[src/rtl/polar_sc_pkg.sv]
package polar_sc_pkg;

   // Function applied by every active processing element in a cycle.
   typedef enum logic {
      OP_F = 1'b0,
      OP_G = 1'b1
   } pe_op_e;

   // Flat-array offset of tree level lvl (level lvl holds 2**lvl entries).
   function automatic int tree_base(input int lvl);
      return (1 << lvl) - 1;
   endfunction

endpackage

[src/rtl/polar_sc_pe.sv]
module polar_sc_pe
   import polar_sc_pkg::*;
#(
   parameter int LLR_W = 6
) (
   input  logic signed [LLR_W-1:0] a_i,
   input  logic signed [LLR_W-1:0] b_i,
   input  logic                    psum_i,
   input  pe_op_e                  op_i,
   output logic signed [LLR_W-1:0] y_o
);

   localparam int EXT_W = LLR_W + 2;
   localparam int MAXV  = (1 << (LLR_W - 1)) - 1;
   localparam int MINV  = -(1 << (LLR_W - 1));

   logic signed [EXT_W-1:0] a_ext, b_ext, mag_a, mag_b, mag_min, f_val, g_sum, g_sat;

   always_comb begin
      a_ext   = EXT_W'(a_i);
      b_ext   = EXT_W'(b_i);
      mag_a   = (a_ext < 0) ? -a_ext : a_ext;
      mag_b   = (b_ext < 0) ? -b_ext : b_ext;
      mag_min = (mag_a < mag_b) ? mag_a : mag_b;
      if (mag_min > MAXV) mag_min = EXT_W'(MAXV);
      f_val   = (a_i[LLR_W-1] ^ b_i[LLR_W-1]) ? -mag_min : mag_min;
      g_sum   = psum_i ? (b_ext - a_ext) : (b_ext + a_ext);
      if (g_sum > MAXV)      g_sat = EXT_W'(MAXV);
      else if (g_sum < MINV) g_sat = EXT_W'(MINV);
      else                   g_sat = g_sum;
      y_o = (op_i == OP_G) ? g_sat[LLR_W-1:0] : f_val[LLR_W-1:0];
   end

endmodule

[src/rtl/polar_sc_ctrl.sv]
module polar_sc_ctrl
   import polar_sc_pkg::*;
#(
   parameter  int LOG_N = 3,
   localparam int N     = 1 << LOG_N,
   localparam int SW    = $clog2(LOG_N + 1)
) (
   input  logic             clk_i,
   input  logic             rst_ni,
   input  logic             start_i,
   output logic             busy_o,
   output logic [SW-1:0]    stage_o,
   output pe_op_e           op_o,
   output logic [LOG_N-1:0] idx_o,
   output logic             dec_o
);

   logic             busy_q;
   logic [SW-1:0]    stage_q;
   pe_op_e           op_q;
   logic [LOG_N-1:0] idx_q, idx_nxt;

   // Highest level touched by the next bit: its lowest set index bit.
   function automatic logic [SW-1:0] low_one(input logic [LOG_N-1:0] v);
      logic [SW-1:0] r;
      r = '0;
      for (int k = LOG_N - 1; k >= 0; k--) begin
         if (v[k]) r = SW'(k);
      end
      return r;
   endfunction

   assign idx_nxt = idx_q + 1'b1;

   always_ff @(posedge clk_i or negedge rst_ni) begin
      if (!rst_ni) begin
         busy_q  <= 1'b0;
         stage_q <= '0;
         op_q    <= OP_F;
         idx_q   <= '0;
      end else if (!busy_q) begin
         if (start_i) begin
            busy_q  <= 1'b1;
            stage_q <= SW'(LOG_N - 1);
            op_q    <= OP_F;
            idx_q   <= '0;
         end
      end else if (stage_q == '0) begin
         if (idx_q == LOG_N'(N - 1)) begin
            busy_q <= 1'b0;
         end else begin
            idx_q   <= idx_nxt;
            stage_q <= low_one(idx_nxt);
            op_q    <= OP_G;
         end
      end else begin
         stage_q <= stage_q - 1'b1;
         op_q    <= OP_F;
      end
   end

   assign busy_o  = busy_q;
   assign stage_o = stage_q;
   assign op_o    = op_q;
   assign idx_o   = idx_q;
   assign dec_o   = busy_q && (stage_q == '0);

   // a non-bottom level is always followed by the level below, using f
   p_stage_walk_r1: assert property (@(posedge clk_i) disable iff (!rst_ni)
      busy_q && stage_q != '0 |=> busy_q && stage_q == $past(stage_q) - 1'b1 && op_q == OP_F);

   // after a decided bit that is not the last, the next bit opens with g
   p_next_bit_r5: assert property (@(posedge clk_i) disable iff (!rst_ni)
      busy_q && stage_q == '0 && idx_q != LOG_N'(N - 1)
      |=> busy_q && op_q == OP_G && idx_q == $past(idx_q) + 1'b1);

   // the decode ends right after the last bit
   p_finish_r7: assert property (@(posedge clk_i) disable iff (!rst_ni)
      busy_q && stage_q == '0 && idx_q == LOG_N'(N - 1) |=> !busy_q);

   // a start in mid-decode does not restart the schedule
   p_busy_start_r8: assert property (@(posedge clk_i) disable iff (!rst_ni)
      busy_q && start_i && stage_q != '0
      |=> busy_q && idx_q == $past(idx_q) && stage_q != SW'(LOG_N - 1));

endmodule

[src/rtl/polar_sc_psum.sv]
module polar_sc_psum
   import polar_sc_pkg::*;
#(
   parameter  int LOG_N = 3,
   localparam int N     = 1 << LOG_N,
   localparam int SW    = $clog2(LOG_N + 1)
) (
   input  logic             clk_i,
   input  logic             rst_ni,
   input  logic             we_i,
   input  logic [LOG_N-1:0] idx_i,
   input  logic             bit_i,
   output logic [N-2:0]     psum_o
);

   logic [N-2:0]  ps_q;
   logic [N-2:0]  chain;
   logic [SW-1:0] wlev;

   // chain holds, per level k, the encoding of the subtree just completed
   // at level k when bit_i closes it.
   assign chain[0] = bit_i;
   for (genvar k = 1; k < LOG_N; k++) begin : g_lvl
      for (genvar j = 0; j < (1 << k); j++) begin : g_ent
         if (j < (1 << (k - 1))) begin : g_left
            assign chain[tree_base(k) + j] = ps_q[tree_base(k - 1) + j] ^ chain[tree_base(k - 1) + j];
         end else begin : g_right
            assign chain[tree_base(k) + j] = chain[tree_base(k - 1) + j - (1 << (k - 1))];
         end
      end
   end

   // The completed subtree is a left child at the lowest zero bit of idx.
   always_comb begin
      wlev = '0;
      for (int k = LOG_N - 1; k >= 0; k--) begin
         if (!idx_i[k]) wlev = SW'(k);
      end
   end

   always_ff @(posedge clk_i or negedge rst_ni) begin
      if (!rst_ni) begin
         ps_q <= '0;
      end else if (we_i && idx_i != LOG_N'(N - 1)) begin
         for (int k = 0; k < LOG_N; k++) begin
            if (wlev == SW'(k)) begin
               for (int j = 0; j < (1 << k); j++) begin
                  ps_q[tree_base(k) + j] <= chain[tree_base(k) + j];
               end
            end
         end
      end
   end

   assign psum_o = ps_q;

endmodule

[src/rtl/polar_sc_dec.sv]
module polar_sc_dec
   import polar_sc_pkg::*;
#(
   parameter  int LOG_N = 3,
   parameter  int LLR_W = 6,
   localparam int N     = 1 << LOG_N
) (
   input  logic               clk_i,
   input  logic               rst_ni,
   input  logic               start_i,
   input  logic [N*LLR_W-1:0] llr_i,
   input  logic [N-1:0]       frozen_i,
   output logic [N-1:0]       bits_o,
   output logic [N-1:0]       bit_vld_o,
   output logic               done_o
);

   localparam int SW     = $clog2(LOG_N + 1);
   localparam int NODE_HI = 2 * N - 2;

   if (LOG_N < 1 || LOG_N > 8) begin : g_bad_log_n
      $error("LOG_N must lie in 1..8");
   end
   if (LLR_W < 3) begin : g_bad_llr_w
      $error("LLR_W must be at least 3");
   end

   logic             busy, dec;
   logic [SW-1:0]    stage;
   pe_op_e           op;
   logic [LOG_N-1:0] idx;
   logic [N-2:0]     psum;
   logic             accept, dbit;
   logic [N-1:0]     frz_q, bits_q, vld_q;
   logic             done_q;

   // Node storage levels 1..LOG_N-1 plus channel level LOG_N, flat-indexed.
   logic signed [LLR_W-1:0] node_q [1:NODE_HI];
   logic signed [LLR_W-1:0] pe_y   [0:N-2];

   assign accept = start_i && !busy;

   polar_sc_ctrl #(.LOG_N(LOG_N)) u_ctrl (
      .clk_i   (clk_i),
      .rst_ni  (rst_ni),
      .start_i (start_i),
      .busy_o  (busy),
      .stage_o (stage),
      .op_o    (op),
      .idx_o   (idx),
      .dec_o   (dec)
   );

   polar_sc_psum #(.LOG_N(LOG_N)) u_psum (
      .clk_i  (clk_i),
      .rst_ni (rst_ni),
      .we_i   (dec),
      .idx_i  (idx),
      .bit_i  (dbit),
      .psum_o (psum)
   );

   // Tree of PEs: level l has 2**l elements reading level l+1.
   for (genvar l = 0; l < LOG_N; l++) begin : g_stage
      for (genvar j = 0; j < (1 << l); j++) begin : g_pe
         polar_sc_pe #(.LLR_W(LLR_W)) u_pe (
            .a_i    (node_q[tree_base(l + 1) + j]),
            .b_i    (node_q[tree_base(l + 1) + j + (1 << l)]),
            .psum_i (psum[tree_base(l) + j]),
            .op_i   (op),
            .y_o    (pe_y[tree_base(l) + j])
         );
      end
   end

   always_ff @(posedge clk_i or negedge rst_ni) begin
      if (!rst_ni) begin
         for (int e = 1; e <= NODE_HI; e++) node_q[e] <= '0;
      end else begin
         if (accept) begin
            for (int j = 0; j < N; j++) begin
               node_q[tree_base(LOG_N) + j] <= $signed(llr_i[j*LLR_W +: LLR_W]);
            end
         end
         for (int l = 1; l < LOG_N; l++) begin
            if (busy && stage == SW'(l)) begin
               for (int j = 0; j < (1 << l); j++) begin
                  node_q[tree_base(l) + j] <= pe_y[tree_base(l) + j];
               end
            end
         end
      end
   end

   // Decision unit: frozen forces 0, strictly positive LLR gives 0.
   assign dbit = !frz_q[idx] && !(pe_y[0] > 0);

   always_ff @(posedge clk_i or negedge rst_ni) begin
      if (!rst_ni) begin
         frz_q  <= '0;
         bits_q <= '0;
         vld_q  <= '0;
         done_q <= 1'b0;
      end else begin
         vld_q  <= '0;
         done_q <= 1'b0;
         if (accept) begin
            frz_q  <= frozen_i;
            bits_q <= '0;
         end
         if (dec) begin
            bits_q[idx] <= dbit;
            vld_q       <= N'(1) << idx;
            done_q      <= (idx == LOG_N'(N - 1));
         end
      end
   end

   assign bits_o    = bits_q;
   assign bit_vld_o = vld_q;
   assign done_o    = done_q;

   // at most one bit is reported per cycle
   p_vld_onehot_r1: assert property (@(posedge clk_i) disable iff (!rst_ni)
      $onehot0(bit_vld_o));

   // bits are reported in ascending order with no gap inside a pair
   p_vld_order_r1: assert property (@(posedge clk_i) disable iff (!rst_ni)
      (|bit_vld_o) && !bit_vld_o[N-1]
      |=> !(|bit_vld_o) || bit_vld_o == ($past(bit_vld_o) << 1));

   // done accompanies the last bit
   p_done_last_r7: assert property (@(posedge clk_i) disable iff (!rst_ni)
      done_o |-> bit_vld_o[N-1]);

   // a reported frozen position is zero
   p_frozen_low_r4: assert property (@(posedge clk_i) disable iff (!rst_ni)
      (|(bit_vld_o & frz_q)) |-> !(|(bit_vld_o & bits_o)));

endmodule

[config.mk]
export PLATFORM = sky130hd
export DESIGN_NAME = polar_sc_dec
export DESIGN_NICKNAME = d
export VERILOG_FILES = /design/src/rtl/polar_sc_pkg.sv /design/src/rtl/polar_sc_pe.sv /design/src/rtl/polar_sc_ctrl.sv /design/src/rtl/polar_sc_psum.sv /design/src/rtl/polar_sc_dec.sv
export SDC_FILE = /design/constraint.sdc
export NUM_CORES = 1
export LEC_CHECK = 0
export ABC_AREA = 1
export BUFFER_PORTS_ARGS = -buffer_cell sky130_fd_sc_hd__buf_2
export CORE_ASPECT_RATIO = 0.7
export CORE_MARGIN = 8
export CORE_UTILIZATION = 55
export DETAILED_ROUTE_END_ITERATION = 6
export MAX_ROUTING_LAYER = met4
export PLACE_DENSITY = 0.73
export RECOVER_POWER = 100
export SLEW_MARGIN = 40
export SYNTH_ARGS = -nofsm -noshare
export SYNTH_HDL_FRONTEND = slang
export SYNTH_SLANG_ARGS = --single-unit
[constraint.sdc]
create_clock -name clk_i -period 4.9 [get_ports clk_i]
set_clock_uncertainty 0.2 [all_clocks]
set_input_delay 0 -clock clk_i [delete_from_list [all_inputs] [get_ports clk_i]]
set_output_delay 0 -clock clk_i [all_outputs]
set_load 0.02 [all_outputs]
==> flow_summary.json <==
{
  "die_area_um2": 26300,
  "grt_pass1_wl_mm": 51.9,
  "synth_seq_cells": 122,
  "antenna_found_initial": 1,
  "rows": 44,
  "clk_latency_ns": 0.43,
  "final_cell_area_um2": 13500,
  "finalSetupViolCount": 0,
  "maxCapViolations": 1,
  "nets": 2060,
  "synth_warnings": 0,
  "worstSetupPathType": "reg -> reg",
  "fin_crit_sh_pct": 82.6,
  "cp-end-kind": "flip-flop",
  "synth_edf_count": 0,
  "cts_made_buffers": 17,
  "cts_resized": 0,
  "post_dp_cell_area_um2": 12400,
  "die_y_um": 138,
  "root_buffer": "clkbuf_16",
  "die_w_um": 190,
  "synthTopCellsByArea": "dfrtp_1 26%, ha_1 15%, nand2_1 15%",
  "status": "complete, but fails checks",
  "r2r_start": "u_ctrl.busy_o$_DFF_PN0_",
  "violations": "capacitance limit, slew limit",
  "rsz0062_at_grt": "no",
  "fin_crit_ns": 4.05,
  "drt_iter0_drc": 791,
  "arrival_ns": 4.10,
  "dp_cells": 2051,
  "htreeDepth": 4,
  "min_path_type": "in -> reg",
  "tightest_slew_ns": 1.66,
  "synth_top_cell_area_share_pct": 26.1,
  "cts_tree": "done",
  "gp_congestion": 0.935,
  "synthFlopType": "dfrtp_1",
  "clk_pin_slew_worst_paths_ns": 0.06,
  "antenna_left": 0,
  "syn-cell-area_um2": 11700,
  "cp_data_required_time_ns": 4.95,
  "crit_path_start_kind": "flip-flop",
  "first_pass_iters": 5,
  "finish.utilization_pct": 65.0,
  "ys_seq_area_share_pct": 26.1,
  "vias": 11400,
  "hold_viol_final": 0,
  "slew_violations": 57,
  "drc": 0,
  "async_flop_share_pct": 100,
  "synth_cell_type_count": 49,
  "start_util_pct": 56.2,
  "r2r_slack_ns": 0.85,
  "syn_inst": 1708,
  "area_delta_synth_final_pct": 15.6,
  "overflow": 0,
  "cts_sinks": 122,
  "grt_usage_pct": 24.8,
  "worst-path-max-fanout": 56,
  "core_um2": 20800,
  "io_pins": 76,
  "via_per_inst": 5.30,
  "relSlewSlack_pct": -11.1,
  "syn_area_per_cell_um2": 6.85,
  "wire_per_inst_um": 14.3,
  "cp-startpoint": "u_ctrl.busy_o$_DFF_PN0_",
  "holdCritStartpoint": "frozen_i[1]",
  "grt_max_degree": 69,
  "grt_pass1_vias": 10800,
  "tns_ns": 0,
  "clock_path_buffers": 2,
  "layout.cells.non_filler": 2144,
  "hpwlAfterDp_mm": 23.1,
  "yosys.area.top_type": "dfrtp_1",
  "final_layout_size_suffix_gt1_share_pct": 6.70,
  "io_buffers": 75,
  "drt_wl_total_mm": 30.6,
  "clock.fmax_mhz": 247
}
area by class of cell:
class | count | area [um2]
diodes | 1 | 2.50
clock buffers | 22 | 454
clock inverters | 10 | 143
fillers | 1868 | 7290
inverters | 242 | 910
multi-input cells | 1330 | 7600
flip-flops and latches | 122 | 3050
well taps | 276 | 345
repair buffers | 141 | 1010
kinds of logic (layout without fill, tap and decap cells):
logic type / count (synthesis) / in the layout / share of synthesized area, %
buffers and inverters: 275 / 415 / 8.97
adders and majority gates: 147 / 147 / 16.2
and+or+nand+nor: 733 / 733 / 26.6
DFF: 122 / 122 / 26.1
AOI/OAI and AO/OA: 357 / 357 / 16.7
other: 2 / 22 / 0.0642
xor gates and xnor gates: 72 / 72 / 5.39
state kept, by name, indices dropped and copies added, names as in the netlist:
name and flops:
bit_vld_o 7, u_ctrl.busy_o 1, u_psum.psum_o 7, u_ctrl.op_o 1, node_q 84, u_ctrl.stage_o 2, u_ctrl.idx_o 3, done_o 1
bits_o 8, frz_q 8
path summary, 6_finish.rpt:
| check | end | cells after the start |
|---|---|---|
| max | node_q[13]$_DFFE_PN0P_ | 6 |
| min | frz_q[1]$_DFFE_PN0P_ | 4 |
| max reg2reg | node_q[13]$_DFFE_PN0P_ | 6 |
| min reg2reg | frz_q[5]$_DFFE_PN0P_ | 2 |
| max in group asynchronous | node_q[3]$_DFFE_PN0P_ | 4 |
| min in group asynchronous | node_q[23]$_DFFE_PN0P_ | 4 |
through the flow:
step | setup slack, ns | hold WS (ns)
after floorplan | 1.65 | -0.496
after global routing | 0.383 | 0.112
final | 0.853 | 0.104
after detailed placement | 1.26 | -0.148
after global placement | 1.27 | -0.0163
after CTS | 1.20 | 0.0877
cells in the mapped netlist (5+ instances only):
cell type and count:
fa_1 7, o21ai_1 23, nand3_1 76, nor2_1 96, ha_1 140, o21ai_0 184
nor4_1 5, dfrtp_1 122, nand4_1 13, o211ai_1 5, inv_2 10, o22ai_1 6
o31ai_1 7, o21a_1 6, xnor2_1 29, a22oi_1 13, nor3_1 31, nand2_2 7
clkbuf_1 25, a21oi_1 84, nand2_1 466, nand3b_1 8, inv_1 231, a21boi_1 5
or2_2 11, nand2_4 5, a21o_1 7, xor2_1 43
layer usage:
| layer | vias to the layer above | part of all wire, % | global-route usage [%] |
|---|---|---|---|
| met5 | - | 0 | - |
| met1 | 5167 | 51 | 34.2 |
| met3 | 35 | 5.4 | 4.40 |
| met2 | 292 | 42 | 37.2 |
| met4 | 0 | 1.6 | 6.70 |
| li1 | 5861 | - | - |
what timing repair did:
action / 4_1_cts / 5_1_grt
hold buffers: 60 / 0
buffers inserted: 0 / 0
endpoints found under the hold margin: 128 / 0
worst max-delay path, stage by stage (launching register included):
cell,delay (ns)
dfrtp_1,0.40
inv_1,0.11
nand2_1,0.65
clkinvlp_2,1.60
clkbuf_2,0.66
nand2_1,0.15
o21ai_0,0.08
placed cells by master, fill, tap and decap left out, types with 13 or more instances in the layout:
cell,n
o21ai_0,197
conb_1,21
nand4_1,13
nand3_1,78
xnor2_1,29
clkbuf_16,17
xor2_1,43
buf_2,57
clkbuf_1,22
ha_1,140
a21oi_1,84
dfrtp_1,122
nor3_1,31
dlygate4sd3_1,59
nand2_1,471
nor2_1,99
inv_1,233
a22oi_1,13
Power is left out: the tool's default activity adds up to more than one toggle a clock period on the data nets, which glitch-free logic cannot reach.
